===== src/rtl/sac_pkg.sv =====
package sac_pkg;
  parameter int unsigned SAC_WORD_W = 24;
  parameter int unsigned SAC_KEEP_W = 8;
  parameter int unsigned SAC_SYNC_N = 2;
endpackage


===== src/rtl/sac_sync.sv =====
module sac_sync #(
  parameter int unsigned STAGES = sac_pkg::SAC_SYNC_N
) (
  input  logic clk,
  input  logic rst,
  input  logic async_i,
  output logic level_o
);
  logic [STAGES-1:0] chain_q;

  generate
    for (genvar g = 0; g < STAGES; g++) begin : g_stage
      if (g == 0) begin : g_first
        always_ff @(posedge clk) begin
          if (rst) chain_q[0] <= 1'b0;
          else     chain_q[0] <= async_i;
        end
      end else begin : g_next
        always_ff @(posedge clk) begin
          if (rst) chain_q[g] <= 1'b0;
          else     chain_q[g] <= chain_q[g-1];
        end
      end
    end
  endgenerate

  assign level_o = chain_q[STAGES-1];
endmodule


===== src/rtl/sac_edge.sv =====
module sac_edge #(
  parameter int unsigned WARM = sac_pkg::SAC_SYNC_N + 1
) (
  input  logic clk,
  input  logic rst,
  input  logic level_i,
  output logic rise_o
);
  logic          prev_q;
  logic [WARM-1:0] warm_q;

  always_ff @(posedge clk) begin
    if (rst) begin
      prev_q <= 1'b0;
      warm_q <= '0;
    end else begin
      prev_q <= level_i;
      warm_q <= {warm_q[WARM-2:0], 1'b1};
    end
  end

  // Edges are suppressed until the synchronizer and prev register hold real input.
  assign rise_o = warm_q[WARM-1] & level_i & ~prev_q;
endmodule


===== src/rtl/sac_shifter.sv =====
module sac_shifter #(
  parameter int unsigned WORD_W = sac_pkg::SAC_WORD_W,
  parameter int unsigned KEEP_W = sac_pkg::SAC_KEEP_W
) (
  input  logic              clk,
  input  logic              rst,
  input  logic              bit_rise_i,
  input  logic              frame_lvl_i,
  input  logic              frame_rise_i,
  input  logic              din_i,
  output logic              word_done_o,
  output logic [KEEP_W-1:0] top_o
);
  localparam int unsigned CNT_W = $clog2(WORD_W + 1);
  localparam logic [CNT_W-1:0] FULL = CNT_W'(WORD_W);
  localparam logic [CNT_W-1:0] LAST = CNT_W'(WORD_W - 1);

  logic [WORD_W-1:0] shreg_q;
  logic [CNT_W-1:0]  cnt_q;
  logic              take_bit;

  assign take_bit = bit_rise_i & frame_lvl_i & ~frame_rise_i & (cnt_q != FULL);

  always_ff @(posedge clk) begin
    if (rst) begin
      shreg_q     <= '0;
      cnt_q       <= FULL;
      word_done_o <= 1'b0;
    end else begin
      word_done_o <= take_bit & (cnt_q == LAST);
      if (frame_rise_i) begin
        cnt_q <= '0;
      end else if (take_bit) begin
        shreg_q <= {shreg_q[WORD_W-2:0], din_i};
        cnt_q   <= cnt_q + 1'b1;
      end
    end
  end

  assign top_o = shreg_q[WORD_W-1 -: KEEP_W];

  AST_CNT_BOUND: assert property (@(posedge clk) disable iff (rst)
    cnt_q <= FULL);
  AST_RIGHT_IGNORED: assert property (@(posedge clk) disable iff (rst)
    (bit_rise_i && !frame_lvl_i && !frame_rise_i) |=> $stable(shreg_q));
  AST_DONE_SINGLE: assert property (@(posedge clk) disable iff (rst)
    word_done_o |=> !word_done_o);
endmodule


===== src/rtl/sac_hold.sv =====
module sac_hold #(
  parameter int unsigned KEEP_W = sac_pkg::SAC_KEEP_W
) (
  input  logic              clk,
  input  logic              rst,
  input  logic              done_i,
  input  logic [KEEP_W-1:0] byte_i,
  input  logic              taken_i,
  output logic [KEEP_W-1:0] sample_o,
  output logic              ready_o
);
  always_ff @(posedge clk) begin
    if (rst) begin
      sample_o <= '0;
      ready_o  <= 1'b0;
    end else if (done_i) begin
      sample_o <= byte_i;
      ready_o  <= 1'b1;
    end else if (taken_i) begin
      ready_o  <= 1'b0;
    end
  end

  AST_LOAD_SETS: assert property (@(posedge clk) disable iff (rst)
    done_i |=> (ready_o && sample_o == $past(byte_i)));
  AST_READY_DROPS: assert property (@(posedge clk) disable iff (rst)
    (ready_o && taken_i && !done_i) |=> !ready_o);
  AST_HOLD_STABLE: assert property (@(posedge clk) disable iff (rst)
    (ready_o && !done_i) |=> $stable(sample_o));
endmodule


===== src/rtl/serial_adc_capture.sv =====
module serial_adc_capture #(
  parameter int unsigned WORD_W = sac_pkg::SAC_WORD_W,
  parameter int unsigned KEEP_W = sac_pkg::SAC_KEEP_W,
  parameter int unsigned SYNC_N = sac_pkg::SAC_SYNC_N
) (
  input  logic              clk,
  input  logic              rst,
  input  logic              ser_data_i,
  input  logic              bit_clk_i,
  input  logic              frame_clk_i,
  input  logic              sample_taken_i,
  output logic [KEEP_W-1:0] sample_o,
  output logic              sample_ready_o
);
  localparam int unsigned WARM = SYNC_N + 1;

  logic data_lvl, bclk_lvl, frame_lvl;
  logic bclk_rise, frame_rise;
  logic word_done;
  logic [KEEP_W-1:0] top_byte;

  sac_sync #(.STAGES(SYNC_N)) i_sync_data  (.clk(clk), .rst(rst), .async_i(ser_data_i),  .level_o(data_lvl));
  sac_sync #(.STAGES(SYNC_N)) i_sync_bclk  (.clk(clk), .rst(rst), .async_i(bit_clk_i),   .level_o(bclk_lvl));
  sac_sync #(.STAGES(SYNC_N)) i_sync_frame (.clk(clk), .rst(rst), .async_i(frame_clk_i), .level_o(frame_lvl));

  sac_edge #(.WARM(WARM)) i_edge_bclk  (.clk(clk), .rst(rst), .level_i(bclk_lvl),  .rise_o(bclk_rise));
  sac_edge #(.WARM(WARM)) i_edge_frame (.clk(clk), .rst(rst), .level_i(frame_lvl), .rise_o(frame_rise));

  sac_shifter #(.WORD_W(WORD_W), .KEEP_W(KEEP_W)) i_shifter (
    .clk(clk), .rst(rst), .bit_rise_i(bclk_rise), .frame_lvl_i(frame_lvl),
    .frame_rise_i(frame_rise), .din_i(data_lvl),
    .word_done_o(word_done), .top_o(top_byte)
  );

  sac_hold #(.KEEP_W(KEEP_W)) i_hold (
    .clk(clk), .rst(rst), .done_i(word_done), .byte_i(top_byte),
    .taken_i(sample_taken_i), .sample_o(sample_o), .ready_o(sample_ready_o)
  );
endmodule


===== config.mk =====
export PLATFORM = sky130hd
export DESIGN_NAME = serial_adc_capture
export DESIGN_NICKNAME = d
export VERILOG_FILES = /design/src/rtl/sac_pkg.sv /design/src/rtl/sac_sync.sv /design/src/rtl/sac_edge.sv /design/src/rtl/sac_shifter.sv /design/src/rtl/sac_hold.sv /design/src/rtl/serial_adc_capture.sv
export SDC_FILE = /design/constraint.sdc
export NUM_CORES = 1
export LEC_CHECK = 0
export BUFFER_PORTS_ARGS = -buffer_cell sky130_fd_sc_hd__buf_2
export CAP_MARGIN = 30
export CORE_AREA = 2 2 81 83
export CTS_CLUSTER_DIAMETER = 200
export CTS_CLUSTER_SIZE = 28
export DETAILED_ROUTE_END_ITERATION = 6
export DIE_AREA = 0 0 83 85
export HOLD_SLACK_MARGIN = 0.05
export SYNTH_ARGS = -nofsm -noshare
export SYNTH_HDL_FRONTEND = slang
export SYNTH_SLANG_ARGS = --single-unit
export TNS_END_PERCENT = 20

===== constraint.sdc =====
create_clock -name clk -period 2.95 [get_ports clk]
set_input_delay 0.295 -clock clk [delete_from_list [all_inputs] [get_ports clk]]
set_output_delay 0.295 -clock clk [all_outputs]
set_load 0.01 [all_outputs]

## Word-level counts from Yosys, hierarchy flattened

Cells that the tools add are included.
W data, S select, Z words.

| cells by class | value |
|---|---|
| $add $sub $neg | 1 |
| equality and inequality tests | 2 |
| bitwise logic cells | 11 |
| reductions and logical operators | 4 |
| mux-type cells | 6 |

Operators by type and width:

| cell | number |
|---|---|
| $mux W5 | 2 |
| $and A1 B1 Y1 | 8 |
| $add A5 B1 Y5 const B | 1 |
| $eq A5 B5 Y1 const B | 1 |
| $ne A5 B5 Y1 const B | 1 |
| $mux W1 | 4 |
| $reduce_bool A2 Y1 | 2 |
| $not A1 Y1 | 3 |
| $reduce_and A2 Y1 | 1 |
| $reduce_or A2 Y1 | 1 |

| storage, ports and cells | value |
|---|---|
| flip-flop bits (word level) | 53 |
| input bits | 6 |
| output and inout port bits | 9 |
| logic and storage cells | 42 |

## Longest topological paths before layout

| depth | value |
|---|---|
| word-level depth | 7 |
| depth in mapped cells | 6 |
| gate-level depth less buffers | 5 |

## Modules after synthesis

From an unflattened synthesis, not the netlist that was laid out.

| unflattened totals | value |
|---|---|
| cells, all modules | 186 |
| area total of the unflattened synthesis | 2031.9 um^2 |

Modules (own cells, without submodules):

| module | area an instance (um^2) | instances | seq. area each (um^2) | cells an instance |
|---|---|---|---|---|
| sac_shifter | 1330.0 | 1 | 600.6 | 126 |
| sac_hold | 321.6 | 1 | 180.2 | 30 |
| sac_edge | 111.4 | 2 | 80.1 | 9 |
| sac_sync | 52.6 | 3 | 40.0 | 4 |

## Least setup slack after synthesis

No wires, ideal clock.

| timing | value |
|---|---|
| path kind | reg2reg |
| start point | reg i_shifter.cnt_q[0] |
| end point | reg i_shifter.shreg_q[10] |
| setup time | 0.072 ns |
| period minus slack after synthesis | 1.511 ns |
| setup slack | 1.439 ns |
| data required time | 2.878 ns |
| buffers on the path | 1 |
| cell stages (with the launch flop) | 7 |
| arrival | 1.440 ns |
| cell sequence | dfxtp_1 > inv_1 > ha_1 > and4b_4 > nor3_4 > buf_8 > mux2i_1 |

| between the ends | value |
|---|---|
| word-level cells in the longest chain between the ends | 3 |

RTL lines:

| item | line | RTL |
|---|---|---|
| start, declared | sac_shifter.sv:19 | `logic [CNT_W-1:0] cnt_q;` |
| start signal, assigned | sac_shifter.sv:35 | `cnt_q <= cnt_q + 1'b1;` |
| $ne A5 B5 Y1 | sac_shifter.sv:22 | `assign take_bit = bit_rise_i & frame_lvl_i & ~frame_rise_i & (cnt_q != FULL);` |
| $and A1 B1 Y1 | sac_shifter.sv:22 |  |
| $reduce_and A2 Y1 (no line) | -- |  |
| end signal, assigned | sac_shifter.sv:34 | `shreg_q <= {shreg_q[WORD_W-2:0], din_i};` |
| end, declared | sac_shifter.sv:18 | `logic [WORD_W-1:0] shreg_q;` |

No other way between the ends.
A chain may end at the register's enable or synchronous reset.

## Worst setup path after layout

| timing | value |
|---|---|
| start point | reg i_shifter.cnt_q[0] |
| end point | reg i_shifter.shreg_q[13] |

Same word-level chain as after synthesis.

==> metrics.md <==
| Metric | Value |
|---|---|
| Status | finished, final reports clean |
| Starting Density | 29.6% |
| Setup Slack @ Placement | 1.33 ns |
| Critical path class | flip-flop to flip-flop |
| Initial DRC count | 77 |
| Clock skew | 0.00466 ns |
| Fraction of registers with async set/reset | 0% |
| DR pass1 iterations | 4 |
| Sequential share of the synthesized area | 54.5% |
| Crit-path cells | inv_1 -> ha_1 -> and4b_4 -> nor3_4 -> buf_4 -> mux2i_1 |
| Flops & latches, synth | 50 |
| F_max | 612 MHz |
| Flop pwr share | 58.7% |
| Cell taking the most area after synthesis | dfxtp_1 |
| First-pass GRT wire length | 5040 microns |
| Input/output buffers | 14 |
| Inst Count DP | 254 |
| Total number of vias | 1206 |
| Clock latency at the later pin of the worst-skew pair | 0.29 ns |
| Post-detail-place hpwl | 1890 microns |
| Syn Area/Cell | 10.8 sq um |
| CTS Buf Count | 5 |
| Arr. time, crit path | 1.86 ns |
| Clock Path Buffers | 2 |
| Yosys warns | 0 |
| Die extent in x | 83 microns |
| Critical Path Source Type | flip-flop |
| Vias in the first global route | 1052 |
| Die Span Y | 85 microns |
| Worst Path Required | 3.17 ns |
| Core ar. | 0.00620 sq mm |
| Static Leak | 0.770 nW |
| Slew HR | 66.5% |
| Critical path's largest stage delay | 0.38 ns |
| Syn_nets | 178 |
| H-tree lvl count | 2 |
| Hold Crit Class | input pin to flip-flop |
| Buf/Inv on CP | 2 |
| EDFF count, synth | 0 |
| Peak fanout along the critical path | 24 |
| Final number of hold-violating endpoints | 0 |
| Final cycle utilization of the critical path | 55.4% |
| Crit end category | flip-flop |
| Post-route minimum period | 1.63 ns |
| CTS Sinks | 50 |
| Power per cell area | 565 mW/mm^2 |
| Commonest non-fill, non-tap cell in the layout | dfxtp_1 |
| Slowest-stage cell, CP | dfxtp_1 |
| Average routed wire per standard cell | 11.1 microns |
| Synth Flop Type | dfxtp_1 |
| Post-synth cell types | 31 |
| RSZ-0062 raised after global routing | false |
| Remaining antenna violation count | 0 |
| Sw power | 0.224 mW |
| Max-cap violation count | 0 |
| Post-CTS Setup Bufs | 0 |
| Clk network pwr share | 39.3% |
| Mapped Cells | 170 |
| Remaining Overflow, GRT | 0 |
| Root Buffer | clkbuf_8 |
| GRT Util Overall | 9.03% |
| Int Power | 0.943 mW |
| Worst-margin pin slew | 0.502 ns |
| Delay-heaviest family, CP | buffers and inverters |
| TritonCTS clock tree | built |
| Max-slew violation count | 0 |
| Cell Rows | 29 |
| Final worst slack | 1.32 ns |
| DR vias/cell | 4.60 |
| Final setup viols | 0 |
| Area contributors post-synth | dfxtp_1 (54%), mux2i_1 (17%), nand2_1 (5.1%), nor2b_1 (3.4%), nor2_1 (1.8%) |
| Clock-pin slew on the worst setup and hold paths | 0.08 ns |
| Most frequent cells in the layout | dfxtp_1 (50), mux2i_1 (32), nand2_1 (25), buf_2 (14), nor2b_1 (10) |
| Hold_buf cts | 0 |
| Total routed wirelength | 2900 microns |
| Final Non-Filler Cells | 262 |
| Switching share of power | 19.2% |
| I/O pins | 15 |
| P&R area growth vs syn | 12.3% |
| Setup TNS | 0 ns |
| Synth top area share | 54.5% |
| Worst vdd ir | 0.000186 V |
| # diodes | 0 |
| Logic gate share of total power | 2.0% |
| Placer Congestion | 0.875 |
| Post_cts resized | 0 |
| # DRC | 0 |
| Largest net degree at the start of global routing | 31 |
| Layout cells sized above 1 | 14.1% |
| Die area | 0.00706 sq mm |
| Netlist area before placement | 0.00184 sq mm |
| Layout Nets | 192 |
| Initial antenna violation count | 0 |
-- state kept, by name (all words and copies together), names as in the netlist --
register,count
i_sync_bclk.chain_q,1
i_shifter.word_done_o,1
i_sync_frame.chain_q,1
i_sync_data.chain_q,1
i_edge_frame.prev_q,1
i_edge_bclk.warm_q,3
i_hold.sample_o,8
i_shifter.cnt_q,5
i_shifter.shreg_q,24
i_sync_frame.level_o,1
i_edge_bclk.prev_q,1
i_sync_data.level_o,1
i_sync_bclk.level_o,1
i_hold.ready_o,1
-- kinds of logic (layout without fill, tap and decap cells) --
kind of cell,count (synthesis),after routing,synth area share [%]
AO/OA/AOI/OAI,10,10,3.88
adder cells (fa/ha/maj),2,2,1.36
buffers and inverters,13,28,3.95
flip-flops,50,50,54.5
multiplexers,32,32,17.4
AND/OR/NAND/NOR,63,63,18.9
-- final cells by class --
cell class | instances | area, sq um
tap | 77 | 96.3
multi-input combinational | 107 | 764
timing repair buffer | 15 | 77.6
clock inverter | 1 | 30.0
fill | 633 | 4140
clock buffer | 7 | 76.3
sequential | 50 | 1000
inverter | 5 | 18.8
-- power by group through the flow --
| stage | Combinational [mW] | Sequential (mW) | Clock, mW |
|---|---|---|---|
| floorplan | 0.0168 | 0.700 | 0 |
| global placement | 0.0234 | 0.701 | 0 |
| detailed placement | 0.0236 | 0.701 | 0 |
| CTS | 0.0238 | 0.685 | 0.480 |
| global route | 0.0263 | 0.686 | 0.509 |
| finish | 0.0233 | 0.685 | 0.458 |
-- cell usage after synthesis, types with 2 or more instances --
library cell / count
a21oi_1: 3
buf_8: 2
clkbuf_1: 5
dfxtp_1: 50
ha_1: 2
inv_1: 3
inv_2: 2
mux2i_1: 32
nand2_1: 25
nand3_1: 3
nand3b_1: 2
nand4_1: 4
nor2_1: 9
nor2b_1: 10
o31ai_1: 2
-- worst register-to-register path, cell delays in order (launching register included) --
cell and delay [ns]:
dfxtp_1 0.38, inv_1 0.07, ha_1 0.21, and4b_4 0.20, nor3_4 0.10, buf_4 0.37
mux2i_1 0.23
-- metrics by stage --
stage          cell area (sq um)  hold slack, ns  power, mW  util [%]
2_1_floorplan               1840           0.414      0.717         -
3_5_place_dp                1960           0.426      0.725      31.6
4_1_cts                     2060           0.199       1.19      33.3
5_1_grt                     2060           0.216       1.22      33.3
6_report                    2060           0.207       1.17      33.3
3_3_place_gp                1960           0.417      0.724      31.6
-- path summary, 6_finish.rpt --
path | startpoint | endpoint | slack (ns) | cells past startpoint
setup / recovery | i_shifter.cnt_q[0] | i_shifter.shreg_q[13] | 1.32 | 6
hold / removal | frame_clk_i | i_sync_frame.chain_q[0] | 0.21 | 2
setup reg to reg | i_shifter.cnt_q[0] | i_shifter.shreg_q[13] | 1.32 | 6
hold reg to reg | i_sync_frame.chain_q[0] | i_sync_frame.level_o | 0.44 | 1
-- layer usage --
metal	vias up	part of all wire, %	GRT usage (%)
li1	615	-	-
met1	559	49	11.9
met2	26	44	12.5
met3	6	4.7	3.40
met4	0	2.6	5.51
met5	-	0	0
Note: power is estimated with default switching activity, not from simulation.
